==> src/rtl/osd_win_pkg.sv <==
// Shared widths and the per-window configuration record of the window
// compositor. Assumes a 16-row by 32-column addressable grid.
package osd_win_pkg;
    localparam int ROW_W  = 4;
    localparam int COL_W  = 5;
    localparam int PIX_W  = 4;
    localparam int LINE_W = 7;
    localparam int RGB_W  = 3;
    localparam int CODE_W = 2;
    localparam int BYTES_PER_WIN = 3;

    typedef struct packed {
        logic [ROW_W-1:0] row_lo;
        logic [ROW_W-1:0] row_hi;
        logic [COL_W-1:0] col_lo;
        logic             enable;
        logic             shd_on;
        logic [COL_W-1:0] col_hi;
        logic [RGB_W-1:0] color;
    } win_cfg_t;
endpackage

==> src/rtl/osd_win_regs.sv <==
// Configuration store for NUM_WIN windows, three bytes each. A clear strobe
// drops every enable bit and takes precedence over a same-cycle write.
// Assumes byte writes arrive one per cycle.
module osd_win_regs
    import osd_win_pkg::*;
#(
    parameter int NUM_WIN = 4,
    parameter int ADDR_W  = $clog2(BYTES_PER_WIN*NUM_WIN)
) (
    input  logic                       clk,
    input  logic                       rst_n,
    input  logic                       wr_en,
    input  logic [ADDR_W-1:0]          wr_addr,
    input  logic [7:0]                 wr_data,
    input  logic                       clr_en,
    output win_cfg_t [NUM_WIN-1:0]     cfg_o
);
    for (genvar i = 0; i < NUM_WIN; i++) begin : g_win
        localparam logic [ADDR_W-1:0] BASE = ADDR_W'(BYTES_PER_WIN*i);

        // Capture addressed bytes; clear strobe overrides the enable bit.
        always_ff @(posedge clk) begin
            if (!rst_n) begin
                cfg_o[i] <= '0;
            end else begin
                if (wr_en && wr_addr == BASE) begin
                    cfg_o[i].row_lo <= wr_data[7:4];
                    cfg_o[i].row_hi <= wr_data[3:0];
                end
                if (wr_en && wr_addr == BASE + 1'b1) begin
                    cfg_o[i].col_lo <= wr_data[7:3];
                    cfg_o[i].enable <= wr_data[2];
                    cfg_o[i].shd_on <= wr_data[1];
                end
                if (wr_en && wr_addr == BASE + 2'd2) begin
                    cfg_o[i].col_hi <= wr_data[7:3];
                    cfg_o[i].color  <= wr_data[2:0];
                end
                if (clr_en) begin
                    cfg_o[i].enable <= 1'b0;
                end
            end
        end


        clear_drops_enable_chk: assert property (@(posedge clk) disable iff (!rst_n)
            clr_en |=> !cfg_o[i].enable);


        reset_clears_cfg_chk: assert property (@(posedge clk)
            !rst_n |=> cfg_o[i] == '0);
    end
endmodule

==> src/rtl/osd_win_hit.sv <==
// Geometry test of one window against one pixel position. Body covers the
// inclusive row/column rectangle; shadow covers the rectangle shifted right
// and down by the shadow size, minus the body. Purely combinational.
module osd_win_hit
    import osd_win_pkg::*;
(
    input  win_cfg_t             cfg,
    input  logic [ROW_W-1:0]     row,
    input  logic [COL_W-1:0]     col,
    input  logic [PIX_W-1:0]     px,
    input  logic [LINE_W-1:0]    line,
    input  logic [CODE_W-1:0]    wcode,
    input  logic [CODE_W-1:0]    hcode,
    output logic                 body_o,
    output logic                 shadow_o
);
    logic               valid;
    logic [PIX_W-1:0]   shd_w;
    logic [LINE_W-1:0]  shd_h;
    logic               in_rows, in_cols;
    logic               sh_rows, sh_cols;

    // Decode size codes and the start-not-after-end validity rule.
    always_comb begin
        shd_w = PIX_W'((32'(wcode) + 1) * 2);
        shd_h = LINE_W'((32'(hcode) + 1) * 2);
        valid = cfg.enable && (cfg.row_lo <= cfg.row_hi) && (cfg.col_lo <= cfg.col_hi);
    end

    // Body rectangle and shifted (shadow) rectangle membership.
    always_comb begin
        in_rows = (row >= cfg.row_lo) && (row <= cfg.row_hi);
        in_cols = (col >= cfg.col_lo) && (col <= cfg.col_hi);
        sh_rows = (in_rows && (row != cfg.row_lo || line >= shd_h)) ||
                  (({1'b0, row} == {1'b0, cfg.row_hi} + 1'b1) && line < shd_h);
        sh_cols = (in_cols && (col != cfg.col_lo || px >= shd_w)) ||
                  (({1'b0, col} == {1'b0, cfg.col_hi} + 1'b1) && px < shd_w);
    end

    // Final flags: transparent bodies never hit, shadows need their bit.
    always_comb begin
        body_o   = valid && (cfg.color != '0) && in_rows && in_cols;
        shadow_o = valid && cfg.shd_on && sh_rows && sh_cols && !(in_rows && in_cols);
    end
endmodule

==> src/rtl/osd_win_mux.sv <==
// Priority merge of per-window hits and output register. Index 0 has the
// highest priority; a shadow ranks at its own window's level.
module osd_win_mux
    import osd_win_pkg::*;
#(
    parameter int NUM_WIN = 4
) (
    input  logic                            clk,
    input  logic                            rst_n,
    input  logic [NUM_WIN-1:0]              body,
    input  logic [NUM_WIN-1:0]              shadow,
    input  logic [NUM_WIN-1:0][RGB_W-1:0]   color,
    input  logic [RGB_W-1:0]                shd_rgb,
    output logic [RGB_W-1:0]                rgb_o,
    output logic                            active_o,
    output logic                            shadow_o
);
    logic [RGB_W-1:0] rgb_d;
    logic             act_d, shd_d;

    // Walk from lowest to highest priority so the highest hit is last.
    always_comb begin
        rgb_d = '0;
        act_d = 1'b0;
        shd_d = 1'b0;
        for (int i = NUM_WIN-1; i >= 0; i--) begin
            if (body[i]) begin
                rgb_d = color[i];
                act_d = 1'b1;
                shd_d = 1'b0;
            end else if (shadow[i]) begin
                rgb_d = shd_rgb;
                act_d = 1'b1;
                shd_d = 1'b1;
            end
        end
    end

    // Register the merged result, one cycle behind the position.
    always_ff @(posedge clk) begin
        if (!rst_n) begin
            rgb_o    <= '0;
            active_o <= 1'b0;
            shadow_o <= 1'b0;
        end else begin
            rgb_o    <= rgb_d;
            active_o <= act_d;
            shadow_o <= shd_d;
        end
    end


    shadow_color_chk: assert property (@(posedge clk) disable iff (!rst_n)
        shadow_o |-> (active_o && rgb_o == $past(shd_rgb)));


    body_nonblack_chk: assert property (@(posedge clk) disable iff (!rst_n)
        (active_o && !shadow_o) |-> rgb_o != '0);


    idle_quiet_chk: assert property (@(posedge clk) disable iff (!rst_n)
        !active_o |-> (rgb_o == '0 && !shadow_o));
endmodule

==> src/rtl/osd_win_compositor.sv <==
// Top of the window compositor: configuration store, one geometry tester
// per window, and the priority merge with registered outputs.
module osd_win_compositor
    import osd_win_pkg::*;
#(
    parameter int NUM_WIN = 4,
    localparam int ADDR_W = $clog2(BYTES_PER_WIN*NUM_WIN),
    localparam int CODES_W = CODE_W*NUM_WIN
) (
    input  logic                 clk,
    input  logic                 rst_n,
    input  logic [ROW_W-1:0]     pos_row,
    input  logic [COL_W-1:0]     pos_col,
    input  logic [PIX_W-1:0]     pos_px,
    input  logic [LINE_W-1:0]    pos_line,
    input  logic                 cfg_wr,
    input  logic [ADDR_W-1:0]    cfg_addr,
    input  logic [7:0]           cfg_wdata,
    input  logic                 win_clear,
    input  logic [CODES_W-1:0]   shd_wcode,
    input  logic [CODES_W-1:0]   shd_hcode,
    input  logic [RGB_W-1:0]     shd_rgb,
    output logic [RGB_W-1:0]     bg_rgb,
    output logic                 win_active,
    output logic                 win_shadow
);
    win_cfg_t [NUM_WIN-1:0]            cfg;
    logic [NUM_WIN-1:0]                body, shadow;
    logic [NUM_WIN-1:0][RGB_W-1:0]     color;

    osd_win_regs #(.NUM_WIN(NUM_WIN), .ADDR_W(ADDR_W)) u_regs (
        .clk     (clk),
        .rst_n   (rst_n),
        .wr_en   (cfg_wr),
        .wr_addr (cfg_addr),
        .wr_data (cfg_wdata),
        .clr_en  (win_clear),
        .cfg_o   (cfg)
    );

    for (genvar i = 0; i < NUM_WIN; i++) begin : g_hit
        osd_win_hit u_hit (
            .cfg      (cfg[i]),
            .row      (pos_row),
            .col      (pos_col),
            .px       (pos_px),
            .line     (pos_line),
            .wcode    (shd_wcode[CODE_W*i +: CODE_W]),
            .hcode    (shd_hcode[CODE_W*i +: CODE_W]),
            .body_o   (body[i]),
            .shadow_o (shadow[i])
        );
        assign color[i] = cfg[i].color;
    end

    osd_win_mux #(.NUM_WIN(NUM_WIN)) u_mux (
        .clk      (clk),
        .rst_n    (rst_n),
        .body     (body),
        .shadow   (shadow),
        .color    (color),
        .shd_rgb  (shd_rgb),
        .rgb_o    (bg_rgb),
        .active_o (win_active),
        .shadow_o (win_shadow)
    );
endmodule

==> config.mk <==
export PLATFORM = sky130hd
export DESIGN_NAME = osd_win_compositor
export DESIGN_NICKNAME = d
export VERILOG_FILES = /design/src/rtl/osd_win_pkg.sv /design/src/rtl/osd_win_regs.sv /design/src/rtl/osd_win_hit.sv /design/src/rtl/osd_win_mux.sv /design/src/rtl/osd_win_compositor.sv
export SDC_FILE = /design/constraint.sdc
export NUM_CORES = 1
export LEC_CHECK = 0
export ABC_CLOCK_PERIOD_IN_PS = 2700
export BUFFER_PORTS_ARGS = -buffer_cell sky130_fd_sc_hd__buf_2
export CORE_UTILIZATION = 56
export DETAILED_ROUTE_END_ITERATION = 8
export PLACE_DENSITY_LB_ADDON = 0.12
export RECOVER_POWER = 25
export SYNTH_ARGS = -nofsm -noshare
export SYNTH_HDL_FRONTEND = slang
export SYNTH_SLANG_ARGS = --single-unit
export TNS_END_PERCENT = 20
==> constraint.sdc <==
create_clock -name clk -period 2.7 [get_ports clk]
set_clock_uncertainty 0.1 [all_clocks]
set_input_delay 0.405 -clock clk [delete_from_list [all_inputs] [get_ports clk]]
set_output_delay 0.405 -clock clk [all_outputs]
set_load 0.005 [all_outputs]
After elaboration in Yosys (flattened, before gate mapping)

Cells that the tools add are included.

Bits of input ports: 55
Latch bits: 0
RAM bits: 0
Memories: 0
Logic and storage cells: 240
Output and inout port bits: 5
Memory bits (read-only): 0
Flip-flop bits (word level): 97

Muxes and demuxes: 22
Add/sub/neg operators: 16
Divide/modulo/power cells: 0
Shift-type cells: 0
Eq/ne operators: 27
Order comparisons: 40
$mul: 0
Reduce and logical (&&, ||, !) cells: 103
Bitwise logic cells: 1

Operators by type and width:

| cell                                                            | number |
|---|---|
| 1-bit logical AND                                               | 76 |
| 5-bit <= comparator                                             | 8 |
| 4-bit greater-or-equal comparator                               | 8 |
| 4-bit <= comparator                                             | 8 |
| 7-bit greater-or-equal comparator                               | 4 |
| 7-bit < comparator                                              | 4 |
| 2-bit by 1-bit adder with 3-bit output, second input constant   | 8 |
| 5-bit by 1-bit adder with 6-bit output, second input constant   | 4 |
| 5-bit by 6-bit == test with 1-bit output                        | 4 |
| 3-bit two-way mux                                               | 8 |
| 4-bit by 1-bit adder with 5-bit output, second input constant   | 4 |
| 4-bit by 5-bit == test with 1-bit output                        | 4 |
| 5-bit greater-or-equal comparator                               | 4 |
| 5-bit inequality test                                           | 4 |
| 4-bit by 3-bit == test with 1-bit output, second input constant | 4 |
| 4-bit == test, second input constant                            | 4 |
| 1-bit logical OR                                                | 16 |
| 4-bit < comparator                                              | 4 |
| 4-bit inequality test                                           | 4 |
| 1-bit two-way mux                                               | 14 |
| 3-bit nonzero test                                              | 4 |
| 4-bit by 2-bit == test with 1-bit output, second input constant | 2 |
| 4-bit by 1-bit == test with 1-bit output, second input constant | 1 |
| 1-bit zero test                                                 | 4 |
| 3 further kinds                                                 | 4 |

Logic depth before layout (Yosys ltp)

Gate-level depths: netlist of run 1.

Word-level depth: 16
Depth in mapped cells: 12
Depth with buffers taken out: 12

Modules after synthesis

From an unflattened synthesis of run 1, not the netlist that was laid out.

Cell total of the unflattened synthesis: 946
Area, all modules: 8,156.6 um2

By module, submodules not included:

| module       | cells an instance | instances | area an instance (um2) | seq. area each (um2) |
|---|---|---|---|---|
| osd_win_hit  | 146               | 4         | 1,106.1                | 0.0 |
| osd_win_regs | 327               | 1         | 3,394.5                | 1,841.8 |
| osd_win_mux  | 35                | 1         | 337.8                  | 100.1 |

Worst setup path after synthesis of run 1

No wires, ideal clock.

Path type: input to register
Start point: in pos_col[0]
End point: reg u_mux.rgb_o[2]
Cell stages on the path: 10
Slack: -0.170 ns
Arrival time: 2.654 ns
Data required time: 2.484 ns
Library setup time: 0.116 ns
Path through: inv_1 > ha_1 > nand2b_1 > a21o_1 > a221oi_1 > or4_4 > a311o_1 > a31o_1 > a32o_1 > a41o_1

Cells in the longest elaborated chain, start to end: 14

Ends and longest elaborated chain:

| item                                                            | line                                 | source |
|---|---|---|
| start: declaration                                              | osd_win_compositor.sv:13             | `input logic [COL_W-1:0] pos_col,` |
| 5-bit greater-or-equal comparator, or another cell as far along | osd_win_hit.sv:33                    | `in_cols = (col >= cfg.col_lo) && (col <= cfg.col_hi);` |
| 1-bit logical AND / 1-bit logical OR (equally long branches)    | osd_win_hit.sv:33, osd_win_hit.sv:36 |  |
| 1-bit logical AND                                               | osd_win_hit.sv:36                    | `sh_cols = (in_cols && (col != cfg.col_lo \|\| px >= shd_w)) \|\|` |
| 1-bit logical OR                                                | osd_win_hit.sv:36                    |  |
| 1-bit logical AND (2 in series)                                 | osd_win_hit.sv:43                    | `shadow_o = valid && cfg.shd_on && sh_rows && sh_cols && !(in_rows && in_cols);` |
| 3-bit two-way mux                                               | osd_win_mux.sv:31                    | `end else if (shadow[i]) begin` |
| 3-bit two-way mux                                               | osd_win_mux.sv:27                    | `if (body[i]) begin` |
| 3-bit two-way mux                                               | osd_win_mux.sv:31                    |  |
| 3-bit two-way mux                                               | osd_win_mux.sv:27                    |  |
| 3-bit two-way mux                                               | osd_win_mux.sv:31                    |  |
| 3-bit two-way mux                                               | osd_win_mux.sv:27                    |  |
| 3-bit two-way mux                                               | osd_win_mux.sv:31                    |  |
| 3-bit two-way mux (*)                                           | osd_win_mux.sv:27                    |  |
| end signal: assignment                                          | osd_win_mux.sv:46                    | `rgb_o <= rgb_d;` |
| end: declaration                                                | osd_win_mux.sv:14                    | `output logic [RGB_W-1:0] rgb_o,` |

Every way passes the cells marked *; elsewhere a longest branch is shown, timed or not.
A chain may end at the register's enable or synchronous reset.

Worst setup path in the final report of run 1

Start point: reg u_regs.cfg_o[27] (netlist name)
End point: reg u_mux.rgb_o[2]

Cells in the longest elaborated chain, start to end: 10

Ends and longest elaborated chain:

| item                                                                   | line                                                    | source |
|---|---|---|
| start: declaration                                                     | osd_win_regs.sv:16                                      | `output win_cfg_t [NUM_WIN-1:0] cfg_o` |
| 5-bit by 1-bit adder with 6-bit output, or another cell as far along   | osd_win_hit.sv:37                                       | `(({1'b0, col} == {1'b0, cfg.col_hi} + 1'b1) && px < shd_w);` |
| 5-bit by 6-bit == test with 1-bit output, or another cell as far along | osd_win_hit.sv:37                                       |  |
| 1-bit logical AND (on tied branches)                                   | osd_win_hit.sv:37, osd_win_hit.sv:36, osd_win_hit.sv:43 |  |
| 1-bit logical OR / 1-bit logical AND (equally long branches)           | osd_win_hit.sv:36, osd_win_hit.sv:43                    |  |
| 1-bit logical AND (2 in series)                                        | osd_win_hit.sv:43                                       |  |
| 3-bit two-way mux                                                      | osd_win_mux.sv:31                                       |  |
| 3-bit two-way mux (*)                                                  | osd_win_mux.sv:27                                       |  |
| 3-bit two-way mux (*)                                                  | osd_win_mux.sv:31                                       |  |
| 3-bit two-way mux (*)                                                  | osd_win_mux.sv:27                                       |  |

Marked as above.

==> impl_metrics.csv, run 1 <==
group,metric,value,unit
global_route,antenna_found_initial,0,
clock_network,cts_tree,"done",
worst_setup_path,cpLargestDelayFamily,"compound AO/OA/AOI/OAI gates",
worst_setup_path,slowest_stage,"o32a_1",
synth,synth_adder_area_share,22.45,%
layout,fillers,1103,
worst_setup_path,crit_path_max_fanout,3,
worst_setup_path,crit_chain,"inv_1 > ha_1 > nor2b_1 > o21ai_1 > a32oi_2 > o32a_1 > o41ai_4 > nor3b_2 > a32o_1 > a41o_1",
floorplan,die_h,123.4,µm
sta,hold_slack,0.2143,ns
sta,slew_viol_final,0,
clock_network,clk_latency,0.36,ns
synth,synth_warnings,0,
clock_network,cts_max_level,3,
synth,synth_nets,1148,
power_and_ir_drop,p_total,3.582,mW
sta,fin_crit_sh,103.9,%
sta,setup_viol,4,
placement,routabilityCongestion,0.8995,
layout,stdcell_count,1292,
global_route,grt_pass1_vias,6938,
routing,num_vias,7237,
worst_setup_path,endpoint_kind,"flop",
floorplan,core,14100,µm²
synth,async_flop_share,0,%
synth,synth-simple-area-share,20.79,%
synth,yosys_most_used_dff,"dfxtp_1",
sta,tightest_slew,0.6912,ns
placement,dp_worst_setup_slack,-0.4693,ns
worst_setup_path,cp_num_cells,10,
global_route,grtUsageTotal,29.49,%
power_and_ir_drop,p_seq_share,40.8,%
worst_setup_path,crit_path_start_kind,"flop",
sta,finalHoldViolCount,0,
sta,rsz0062_at_grt,"yes",
power_and_ir_drop,powerDensity,349.3,nW/µm²
routing,drc,0,
layout,layout.nets,1310,
synth,yosysUniqueCellTypes,63,
worst_setup_path,crit_buf_inv,1,
floorplan,initial_core_util,58.50,%
routing,wl_per_cell,16.79,µm
synth,synth_edf_count,0,
placement,dp_hpwl,16320,µm
clock_network,clockBufferDepth,2,
sta,fmax,356.6,MHz
global_route,grt_max_degree,98,
global_route,grt_remaining_overflow,0,
job,cap_violations,0,
worst_setup_path,rrSetupSlack,-0.10,ns
layout,antenna_cells,0,
routing,drt_iter0_markers,427,
floorplan,die_area,15220,µm²
clock_network,cts.sinks,97,
power_and_ir_drop,p_switching,1.037,mW
sta,max-slew-margin-rel,53.92,%
layout,design_area,10260,µm²
floorplan,rows,43,
power_and_ir_drop,switching_share,28.94,%
synth,synth_xor_area_share,3.717,%
routing,drtAntennaViolNets,0,
worst_setup_path,worst_r2r_path_depth,10,
placement,post_dp_cell_area,9600,µm²
layout,multiInputGateArea,6151,µm²
synth,synth_top_family_by_area,"adder cells",
layout,seqCellArea,1957,µm²
hold_path,hp-class,"input pin to flop",
routing,wl,21690,µm
synth,ys_seq_elements,97,
placement,io_buffers,59,
clock_network,cts_made_buffers,9,
floorplan,die_w,123.4,µm
worst_setup_path,path_class,"flop to flop",
synth,synth_cells,945,
layout,drive_above_1_share,22.93,%
routing,dr.pass1.iters,5,
worst_setup_path,r2r_end,"u_mux.rgb_o[2]",
layout,synthToLayoutAreaGrowth,24.37,%
synth,synth_area,8247,µm²
layout,fin_util,72.76,%
worst_setup_path,critPathArrivalTime,2.95,ns
synth,syn_avg_cell_area,8.727,µm²
clock_network,path_clk_slew,0.07,ns
power_and_ir_drop,clock_power_share,37.5,%
power_and_ir_drop,ir_worst_vdd,367.0,µV
floorplan,pin_count,60,
sta,fin_tns_setup,-0.2478,ns
synth,ys_seq_area_share,23.55,%
clock_network,ctsRootBufferMaster,"clkbuf_16",
outcome,status,"finished, violations left",
worst_setup_path,cp_data_required_time,2.84,ns
power_and_ir_drop,internal_power,2.546,mW
sta,fin_ws,-0.1044,ns
synth,synth_compound_area_share,11.90,%
worst_setup_path,endpoint,"u_mux.rgb_o[2]",
worst_setup_path,critical-path-max-stage-delay,0.46,ns
routing,routed_via_density,5.601,
worst_setup_path,startpoint,"u_regs.cfg_o[27]",
clock_network,cts_hold_buf,0,
global_route,grt_pass1_wl,34360,µm
outcome,violations,"negative setup slack",
power_and_ir_drop,leakage,4.455,nW
power_and_ir_drop,pwr-share-comb,21.7,%
worst_setup_path,r2r-start,"u_regs.cfg_o[27]",
synth,synth_mux_area_share,11.29,%
placement,numPlacedInstances,1273,
sta,period_needed,2.804,ns
==> what timing repair did <==
action,CTS,global route
buffers inserted,1,3
gates resized for setup,35,30
setup endpoints to repair,5,5
pin swaps,10,12
==> power by group through the flow <==
stage / clock [mW] / combinational (mW) / sequential, mW
2_1_floorplan: 0 / 0.422 / 1.49
3_5_place_dp: 0 / 0.715 / 1.49
6_report: 1.34 / 0.779 / 1.46
4_1_cts: 1.35 / 0.743 / 1.46
5_1_grt: 1.42 / 0.866 / 1.46
3_3_place_gp: 0 / 0.700 / 1.49
==> cell families after synthesis <==
kind of cell,Yosys count
adders and majority gates,148
muxes,93
xor gates and xnor gates,35
and+or+nand+nor,293
DFF,97
AOI/OAI and AO/OA,142
buffers and inverters,137
==> routing by layer <==
metal  track usage [%]  up-vias  routed length [µm]
met2             49.79      162                9937
met4             10.02        0                 454
met5                 0        -                   0
li1                  -     3699                   -
met3             3.736       32                 903
met1             38.58     3344               10400
==> synth_stat cells (9+ instances only) <==
master | count | area, µm²
mux2i_1 | 93 | 930.9
inv_1 | 108 | 405.4
nand3_1 | 22 | 110.1
nor2_1 | 32 | 120.1
dfxtp_1 | 97 | 1942
nand2b_1 | 15 | 93.84
xnor2_1 | 20 | 175.2
o21ai_0 | 31 | 155.2
nand4_1 | 18 | 112.6
ha_1 | 148 | 1852
and3_1 | 11 | 68.82
nor3_1 | 11 | 55.05
xor2_1 | 15 | 131.4
nor3b_1 | 9 | 67.56
nor2b_1 | 110 | 688.2
a21oi_1 | 27 | 135.1
a21o_1 | 10 | 75.07
clkbuf_1 | 23 | 86.33
nand2_1 | 28 | 105.1
==> worst min-delay path by stage <==
stage,from,to,depth (start not counted)
after floorplan,u_regs.cfg_o[32],u_regs.cfg_o[32],2
after global placement,u_regs.cfg_o[32],u_regs.cfg_o[32],2
after detailed placement,u_regs.cfg_o[9],u_regs.cfg_o[9],2
after CTS,shd_rgb[0],u_mux.rgb_o[0],2
after global routing,shd_rgb[0],u_mux.rgb_o[0],2
final,shd_rgb[0],u_mux.rgb_o[0],2
==> sequential cells by signal, indices dropped and copies added, names as in the netlist <==
signal	count
u_mux.active_o	1
u_regs.cfg_o	92
u_mux.rgb_o	3
u_mux.shadow_o	1
==> final cells by class <==
type | instances | area share, %
sequential | 97 | 19.08
timing repair buffer | 180 | 11.76
tap | 180 | 2.196
multi-input combinational | 711 | 59.97
clock inverter | 7 | 0.7442
inverter | 108 | 4.050
clock buffer | 9 | 2.196
==> worst reg2reg max path: cells and delay by family (launching register included) <==
kind / cells / cell delay [ns]
AOI/OAI and AO/OA: 6 / 1.62
DFF: 1 / 0.33
adders and majority gates: 1 / 0.30
and+or+nand+nor: 2 / 0.25
buffers and inverters: 1 / 0.09
==> layout by cell type (no fill, tap or decap), types with 14 or more instances in the layout <==
master / netlist / routed
ha_1: 148 / 135
buf_4: 0 / 114
nor2b_1: 110 / 110
inv_1: 108 / 100
mux2i_1: 93 / 93
dfxtp_1: 97 / 85
buf_2: 5 / 56
nor2_1: 32 / 31
nand2_1: 28 / 27
o21ai_0: 31 / 26
nand3_1: 22 / 22
xnor2_1: 20 / 20
a21oi_1: 27 / 19
nand4_1: 18 / 18
xor2_1: 15 / 15
nand2b_1: 15 / 14
Power figures use the tool's default switching activity.
==> run 2: changes to the inputs <==
--- a/config.mk
+++ b/config.mk
@@ -10,8 +10,8 @@
 export CORE_UTILIZATION = 56
 export DETAILED_ROUTE_END_ITERATION = 8
 export PLACE_DENSITY_LB_ADDON = 0.12
-export RECOVER_POWER = 25
 export SYNTH_ARGS = -nofsm -noshare
 export SYNTH_HDL_FRONTEND = slang
+export SYNTH_HIERARCHICAL = 1
 export SYNTH_SLANG_ARGS = --single-unit
 export TNS_END_PERCENT = 20
==> run 2 against run 1 <==
  * Core utilization rose by 0.69 points
  * Flip-flop and latch count did not move
  * The run still ends with negative setup slack left
  * Sequential power barely moved
  * Largest cell class unchanged
  * Cell area rose by 0.56%
  * Clock-buffer cell count did not move
  * Wire length rose by 2.5%
  * Via count rose by 2.8%
  * Sequential share of layout area fell by 0.13 points
  * Global-route usage rose by 0.11 points
  * Non-clock buffer count rose by 21
  * Highest routed layer is now met5
  * Largest power group unchanged
==> impl_metrics.csv, run 2 <==
group,metric,value,unit
outcome,status,"finished, violations left",
outcome,violations,"negative setup slack",
layout,antenna_cells,0,
power_and_ir_drop,ir_worst_vdd,243.7,µV
clock_network,clk_latency,0.35,ns
synth,synth_edf_count,0,
sta,tightest_slew,0.6481,ns
routing,drt_iter0_markers,361,
layout,synthToLayoutAreaGrowth,26.45,%
layout,layout_commonest_cell,"buf_4",
layout,fillers,1061,
synth,yosysMostFrequentCell,"ha_1",
layout,design_area,10310,µm²
floorplan,pin_count,60,
global_route,grt_remaining_overflow,0,
sta,fin_ws,-0.1390,ns
routing,wl,22250,µm
synth,synth.largest_area_cell,"dfxtp_1",
global_route,grt_pass1_wl,34270,µm
placement,io_buffers,59,
routing,drtAntennaViolNets,0,
worst_setup_path,crit_chain,"buf_4 > inv_1 > ha_1 > nand2_1 > o31ai_2 > a21oi_2 > nand3b_1 > a2111oi_4 > nor2b_2 > nand2_1 > o211ai_1 > a221o_1",
worst_setup_path,critical-path-max-stage-delay,0.54,ns
sta,rsz0062_at_grt,"yes",
job,cap_violations,0,
layout,top_regs,"u_regs/cfg_o: 92 flops, u_mux/rgb_o: 3 flops",
sta,max-slew-margin-rel,56.69,%
worst_setup_path,crit_path_max_fanout,3,
routing,wl_per_cell,16.85,µm
worst_setup_path,cp_data_required_time,2.83,ns
sta,setup_viol,4,
synth,yosys-top-cells-area,"dfxtp_1, ha_1, mux2i_1",
layout,layout.nets,1338,
synth,ys_seq_elements,97,
clock_network,cts_tree,"done",
clock_network,cts_max_level,3,
sta,fmax,352.2,MHz
clock_network,cts_hold_buf,0,
worst_setup_path,endpoint_kind,"flop",
synth,synth_warnings,6,
synth,async_flop_share,0,%
floorplan,die_area,15050,µm²
synth,yosysTopAreaCellShare,23.81,%
clock_network,clockBufferDepth,2,
worst_setup_path,crit_top_cell,"nand2_1",
placement,dp_hpwl,16850,µm
layout,top_register,"u_regs/cfg_o",
sta,finalHoldViolCount,0,
power_and_ir_drop,powerDensity,345.5,nW/µm²
clock_network,cts_made_buffers,9,
synth,synth_cells,946,
layout,drive_above_1_share,26.14,%
clock_network,path_clk_slew,0.07,ns
synth,ys_seq_area_share,23.81,%
layout,final_cell_mix,"buf_4, ha_1, nand2_1",
synth,yosys-top-cells-count,"ha_1, nand2_1, inv_1",
synth,synth_nets,1149,
synth,yosysUniqueCellTypes,54,
routing,num_vias,7438,
sta,slew_viol_final,0,
sta,period_needed,2.839,ns
floorplan,core,14040,µm²
synth,yosys_most_used_dff,"dfxtp_1",
clock_network,cts.sinks,97,
global_route,grtUsageTotal,29.60,%
placement,post_dp_cell_area,9617,µm²
power_and_ir_drop,leakage,4.729,nW
sta,fin_crit_sh,105.1,%
floorplan,initial_core_util,58.09,%
placement,routabilityCongestion,0.8834,
clock_network,ctsRootBufferMaster,"clkbuf_16",
worst_setup_path,path_class,"flop to flop",
worst_setup_path,crit_path_start_kind,"flop",
routing,drc,0,
floorplan,rows,43,
synth,synth_area,8157,µm²
floorplan,die_h,122.7,µm
floorplan,die_w,122.7,µm
layout,largest_register_ffs,92,
worst_setup_path,critPathArrivalTime,2.97,ns
hold_path,hp-class,"input pin to flop",
global_route,grt_max_degree,34,
global_route,antenna_found_initial,2,
worst_setup_path,slowest_stage,"a2111oi_4",
sta,hold_slack,0.2052,ns
routing,dr.pass1.iters,7,
routing,routed_via_density,5.635,
synth,syn_avg_cell_area,8.622,µm²
global_route,grt_pass1_vias,7075,
layout,fin_util,73.45,%
## run 2: worst paths after layout
kind,startpoint,end,slack (ns),cells after the start
hold / removal,shd_rgb[2],u_mux/rgb_o[2],0.21,2
hold reg to reg,u_regs/cfg_o[54],u_regs/cfg_o[54],0.36,2
setup / recovery,u_regs/cfg_o[36],u_mux/rgb_o[0],-0.14,12
setup reg to reg,u_regs/cfg_o[36],u_mux/rgb_o[0],-0.14,12
## run 2: cells by family after synthesis
| logic type | after synthesis | share of synthesized area [%] |
|---|---|---|
| mux | 92 | 11.29 |
| fa+ha+maj | 148 | 22.70 |
| compound gates | 126 | 11.11 |
| xor+xnor | 40 | 4.295 |
| simple gates | 299 | 19.99 |
| buf+inv | 144 | 6.811 |
| flops | 97 | 23.81 |
## run 2: layout make-up
type	instances	area, µm²	area share, %
well taps	180	225.2	2.184
inverters	121	454.2	4.404
repair buffers	201	1391	13.49
multi-input cells	705	5987	58.05
flip-flops and latches	97	1954	18.95
clock buffers	9	225.2	2.184
clock inverters	7	76.32	0.7400
## run 2: metal layers
layer / routed length [µm] / up-vias / part of all wire (%) / track usage [%]
li1: - / 3733 / - / -
met1: 9869 / 3481 / 44 / 36.60
met2: 10910 / 181 / 49 / 52.25
met3: 982 / 41 / 4.4 / 3.020
met4: 467 / 2 / 2.1 / 11.89
met5: 13 / - / 0.058 / 0
## run 2: through the flow
step / cells / power (mW) / TNS [ns] / setup WS, ns
3_5_place_dp: 1299 / 2.211 / -1.993 / -0.4470
4_1_cts: 1319 / 3.550 / -0.2521 / -0.09292
5_1_grt: 1320 / 3.728 / -0.9285 / -0.2949
3_3_place_gp: 1299 / 2.192 / -1.747 / -0.3851
6_report: 1320 / 3.563 / -0.4195 / -0.1390
2_1_floorplan: 946 / 1.886 / -0.06808 / -0.02651
## run 2: timing repair
action / 4_1_cts / 5_1_grt
setup buffers: 4 / 1
resized for setup: 33 / 41
pin swaps: 20 / 27
endpoints found under the setup margin: 5 / 5
## run 2: critical path, delay by kind of cell, from the launching register on
kind / cells / cell delay, ns
buf+inv: 2 / 0.14
flops: 1 / 0.35
fa+ha+maj: 1 / 0.29
compound gates: 5 / 1.30
simple gates: 4 / 0.54
## run 2: where the power goes
part	internal, mW	total (mW)	switching [mW]
combinational	0.355	0.781	0.426
clock	0.729	1.32	0.593
sequential	1.45	1.46	0.0138
total	2.53	3.56	1.03
